<file path="src/rtl/ea_pkg.sv">
package ea_pkg;

    localparam int EA_REG_W  = 32;
    localparam int EA_ADDR_W = 24;
    localparam int EA_DISP_W = 16;
    localparam int EA_NREGS  = 8;

    typedef enum logic [2:0] {
        EA_DATA_DIRECT = 3'b000,
        EA_ADDR_DIRECT = 3'b001,
        EA_INDIRECT    = 3'b010,
        EA_IND_DISP    = 3'b101
    } ea_mode_e;

    typedef struct packed {
        logic is_mem;
        logic use_disp;
        logic illegal;
    } ea_class_t;

    function automatic ea_class_t classify_mode(input logic [2:0] code);
        ea_class_t c;
        c = '0;
        case (code)
            EA_DATA_DIRECT, EA_ADDR_DIRECT: c = '0;
            EA_INDIRECT:  begin c.is_mem = 1'b1; end
            EA_IND_DISP:  begin c.is_mem = 1'b1; c.use_disp = 1'b1; end
            default:      begin c.illegal = 1'b1; end
        endcase
        return c;
    endfunction

endpackage

</file>
<file path="src/rtl/ea_mode_dec.sv">
module ea_mode_dec
    import ea_pkg::*;
(
    input  logic [2:0] mode_i,
    output ea_class_t  cls_o
);
    always_comb begin
        cls_o = classify_mode(mode_i);
    end
endmodule

</file>
<file path="src/rtl/ea_reg_mux.sv">
module ea_reg_mux #(
    parameter int NREGS = 8,
    parameter int REG_W = 32,
    localparam int SEL_W = $clog2(NREGS)
) (
    input  logic [NREGS*REG_W-1:0] bus_i,
    input  logic [SEL_W-1:0]       sel_i,
    output logic [REG_W-1:0]       reg_o
);
    logic [REG_W-1:0] regs [NREGS];

    for (genvar k = 0; k < NREGS; k++) begin : g_unpack
        assign regs[k] = bus_i[k*REG_W +: REG_W];
    end

    always_comb begin
        reg_o = regs[sel_i];
    end
endmodule

</file>
<file path="src/rtl/ea_addr_calc.sv">
module ea_addr_calc
    import ea_pkg::*;
#(
    parameter int REG_W  = 32,
    parameter int ADDR_W = 24,
    parameter int DISP_W = 16
) (
    input  ea_class_t          cls_i,
    input  logic [REG_W-1:0]   base_i,
    input  logic [DISP_W-1:0]  disp_i,
    output logic [ADDR_W-1:0]  ea_o
);
    localparam int EXT_W = REG_W - DISP_W;

    logic [REG_W-1:0] disp_ext;
    logic [REG_W-1:0] offset;
    logic [REG_W-1:0] sum;

    always_comb begin
        disp_ext = {{EXT_W{disp_i[DISP_W-1]}}, disp_i};
        offset   = cls_i.use_disp ? disp_ext : '0;
        sum      = base_i + offset;
        ea_o     = cls_i.is_mem ? sum[ADDR_W-1:0] : '0;
    end
endmodule

</file>
<file path="src/rtl/ea_out_reg.sv">
module ea_out_reg #(
    parameter int ADDR_W = 24
) (
    input  logic              clk,
    input  logic              rst,
    input  logic [ADDR_W-1:0] ea_i,
    input  logic              is_mem_i,
    input  logic              illegal_i,
    output logic [ADDR_W-1:0] ea_q,
    output logic              is_mem_q,
    output logic              illegal_q
);
    always_ff @(posedge clk) begin
        if (rst) begin
            ea_q      <= '0;
            is_mem_q  <= 1'b0;
            illegal_q <= 1'b0;
        end else begin
            ea_q      <= ea_i;
            is_mem_q  <= is_mem_i;
            illegal_q <= illegal_i;
        end
    end
endmodule

</file>
<file path="src/rtl/ea_gen.sv">
module ea_gen
    import ea_pkg::*;
#(
    parameter int NREGS  = EA_NREGS,
    parameter int REG_W  = EA_REG_W,
    parameter int ADDR_W = EA_ADDR_W,
    parameter int DISP_W = EA_DISP_W,
    localparam int SEL_W = $clog2(NREGS)
) (
    input  logic                   clk,
    input  logic                   rst,
    input  logic [2:0]             mode_i,
    input  logic [SEL_W-1:0]       regnum_i,
    input  logic [NREGS*REG_W-1:0] areg_bus_i,
    input  logic [DISP_W-1:0]      ext_word_i,
    output logic [ADDR_W-1:0]      ea_o,
    output logic                   is_mem_o,
    output logic                   illegal_o,
    output logic [ADDR_W-1:0]      ea_q_o,
    output logic                   is_mem_q_o,
    output logic                   illegal_q_o
);
    ea_class_t        cls;
    logic [REG_W-1:0] base;

    ea_mode_dec u_dec (
        .mode_i (mode_i),
        .cls_o  (cls)
    );

    ea_reg_mux #(.NREGS(NREGS), .REG_W(REG_W)) u_mux (
        .bus_i (areg_bus_i),
        .sel_i (regnum_i),
        .reg_o (base)
    );

    ea_addr_calc #(.REG_W(REG_W), .ADDR_W(ADDR_W), .DISP_W(DISP_W)) u_calc (
        .cls_i  (cls),
        .base_i (base),
        .disp_i (ext_word_i),
        .ea_o   (ea_o)
    );

    assign is_mem_o  = cls.is_mem;
    assign illegal_o = cls.illegal;

    ea_out_reg #(.ADDR_W(ADDR_W)) u_oreg (
        .clk       (clk),
        .rst       (rst),
        .ea_i      (ea_o),
        .is_mem_i  (is_mem_o),
        .illegal_i (illegal_o),
        .ea_q      (ea_q_o),
        .is_mem_q  (is_mem_q_o),
        .illegal_q (illegal_q_o)
    );
endmodule

</file>
<file path="config.mk">
export PLATFORM = sky130hd
export DESIGN_NAME = ea_gen
export DESIGN_NICKNAME = d
export VERILOG_FILES = /design/src/rtl/ea_pkg.sv /design/src/rtl/ea_mode_dec.sv /design/src/rtl/ea_reg_mux.sv /design/src/rtl/ea_addr_calc.sv /design/src/rtl/ea_out_reg.sv /design/src/rtl/ea_gen.sv
export SDC_FILE = /design/constraint.sdc
export NUM_CORES = 1
export LEC_CHECK = 0
export BUFFER_PORTS_ARGS = -buffer_cell sky130_fd_sc_hd__buf_2
export CORE_AREA = 10 10 119 121
export CTS_CLUSTER_DIAMETER = 30
export DETAILED_ROUTE_END_ITERATION = 6
export DIE_AREA = 0 0 129 131
export PLACE_DENSITY = 0.67
export SYNTH_ARGS = -nofsm -noshare
export SYNTH_HDL_FRONTEND = slang
export SYNTH_SLANG_ARGS = --single-unit
</file>
<file path="constraint.sdc">
create_clock -name clk -period 13.75 [get_ports clk]
set_clock_uncertainty 0.2 [all_clocks]
set_input_delay 1.375 -clock clk [delete_from_list [all_inputs] [get_ports clk]]
set_output_delay 1.375 -clock clk [all_outputs]
set_load 0.1 [all_outputs]
</file>
==> key figures <==
Outcome
  – Status: completed

Setup path
  – Critical path class: in2out
  – Family with the most delay on the worst path: compound AO/OA/AOI/OAI gates
  – Ordered list of cells on the worst path: buf_4 -> mux4_2 -> mux2_2 -> ha_1 -> fa_1 -> a21o_1 -> a221o_1 -> a31o_4 -> a2111oi_4 -> o21ai_2 -> a21oi_1 -> buf_2
  – Critical path data required time: 12180 ps
  – Worst Path Arrival: 5620 ps
  – Critical path's slowest cell: buf_4
  – CP peak stage delay: 640 ps
  – Setup crit start kind: input pin
  – Crit Path Max Fanout: 48
  – Critical Path End Type: output pin
  – Worst path buffer plus inverter count: 2

STA
  – Crit path time final: 7200 ps
  – Slew headroom: 32.2%
  – Fmax: 0.139 GHz
  – Final setup fails: 0
  – Worst Tran Pin Value: 1020 ps
  – Final Hold Vio Count: 0
  – Setup_tns: 0 ps
  – Max Transition Viols Final: 0
  – RSZ-0062 raised after global routing: false
  – Fin crit share: 52.3%

Placement
  – PortBufs: 267
  – Post-DP HPWL: 13800 um
  – Post-DP Area: 5060 um^2
  – Placer Congestion: 0.862

Synth
  – Area share of the largest cell type after synthesis: 29.8%
  – Synthesized instance count: 369
  – Synth Area per Inst: 9.84 um^2
  – Yosys warns: 0
  – EDFF count, synth: 0
  – Area leader, netlist: mux4_2
  – #FFs+latches synth: 26
  – Ys async rst share: 0%
  – Syn_nets: 673
  – Distinct cells, synth: 48
  – Synth Flop Type: dfxtp_1
  – Sequential fraction of the synthesis area: 14.3%
  – Top post-synthesis cells by area: mux4_2 30%, dfxtp_1 14%, ha_1 7.9%
  – Post-synthesis instance area: 3630 um^2

Clock network
  – Clk slew on worst S/H paths: 60 ps
  – Hold Buf Count CTS: 0
  – TritonCTS clock tree: done
  – Clk sink count: 26
  – Post_cts resized: 0
  – Root buf cell: clkbuf_16
  – H-tree depth: 1
  – Max clock buf depth: 2
  – Setup bufs post-CTS: 0
  – CTS Buf Count: 3

Die
  – Die area: 16900 um^2
  – # rows: 40
  – Core area: 11800 um^2
  – Die Ht: 131 um
  – Top-level I/O count: 332
  – Initial core utilization: 30.7%
  – Die Wd: 129 um

Detailed routing
  – Via/cell ratio: 5.27
  – Pre-antenna DRT Iters: 4
  – Wirelength per Cell: 20.4 um
  – Final wirelength: 15600 um
  – # DRC: 0
  – Vias: 4040
  – ANT nets after route: 0
  – Drt initial violations: 206

Global route
  – GRT Residual Overflow: 0
  – Pin count of the biggest net entering global routing: 49
  – Initial antenna violation count: 4
  – GRT Overall Usage: 17.6%
  – First-pass GRT wire length: 23500 um
  – Vias in the first global route: 4414

Power and ir drop
  – Pwr Density: 77.8 nW/um^2
  – Design Power: 403 uW
  – Peak VDD IR: 0.0000473 V
  – Leak Pwr: 2.57 nW

Cells and area
  – Layout cells sized above 1: 57.3%
  – Fin area: 5180 um^2
  – Final-layout fill cell count: 1180
  – Synth-to-layout area growth: 42.7%
  – Final nets: 921

Job
  – Max Cap Viol: 0

Hold path
  – Worst hold path type: in2reg
-- synthesized netlist by cell type, types with 7 or more instances --
cell,number
ha_1,23
buf_2,7
nand4_1,9
xor2_1,7
xnor2_1,7
mux2_2,24
clkbuf_1,14
dfxtp_1,26
a21oi_1,24
mux4_2,48
nand2_1,17
o21ai_0,11
nor3_1,16
a21o_1,8
and2_1,24
nor2b_1,9
nand3_1,10
nor2_1,27
-- where the power goes --
part	switching, mW	leakage, nW	internal, mW
combinational	0.154	2.30	0.0855
clock	0.0259	0.0511	0.0579
sequential	0.000772	0.212	0.0791
-- per-stage QoR --
stage	setup WS [ps]	util (%)	std cells	hold WS (ps)
after global routing	6290	43.8	766	1190
after CTS	6510	43.8	763	1170
final	6550	43.9	767	1170
after detailed placement	6520	42.9	759	1450
after floorplan	5910	-	369	1250
after global placement	6560	42.9	759	1450
-- cells by family after synthesis --
logic type,count (synthesis),synth area share (%)
AO/OA/AOI/OAI,78,15.2
XOR/XNOR,14,3.38
adder cells (fa/ha/maj),24,8.48
buffers and inverters,29,3.24
flip-flops,26,14.3
multiplexers,73,37.5
AND/OR/NAND/NOR,125,17.9
-- final cells by class --
cell class                      instances  area (um^2)  area share (%)
Clock buffer                            3         75.1            1.45
Tap cell                              147          184            3.55
Clock inverter                          1         30.0           0.580
Inverter                                3         11.3           0.217
Sequential cell                        26          520            10.0
Multi-Input combinational cell        314         3000            57.8
Timing Repair Buffer                  269         1350            26.1
Antenna cell                            4         10.0           0.193
-- worst paths after layout --
kind | start | end | depth (start not counted)
min | rst | u_oreg.illegal_q | 2
max | regnum_i[0] | ea_o[16] | 12
-- layout by cell type (no fill, tap or decap), drive strengths merged, types with 10 or more instances in the layout --
cell type  count
a21oi         24
and2          24
buf          269
dfxtp         26
ha            23
mux2          24
mux4          48
nand2         17
nand3         10
nor2          27
nor3          16
o21ai         12
-- state kept, by name (all words and copies together), names as in the netlist --
| register | cells |
|---|---|
| u_oreg.is_mem_q | 1 |
| u_oreg.ea_q | 24 |
| u_oreg.illegal_q | 1 |
-- layer usage --
| metal | GRT usage (%) | routed length, um |
|---|---|---|
| met3 | 5.80 | 1330 |
| met5 | 0 | 0 |
| met2 | 29.9 | 7860 |
| met4 | 6.22 | 254 |
| met1 | 20.4 | 6210 |
Note: power is estimated with default switching activity, not from simulation.
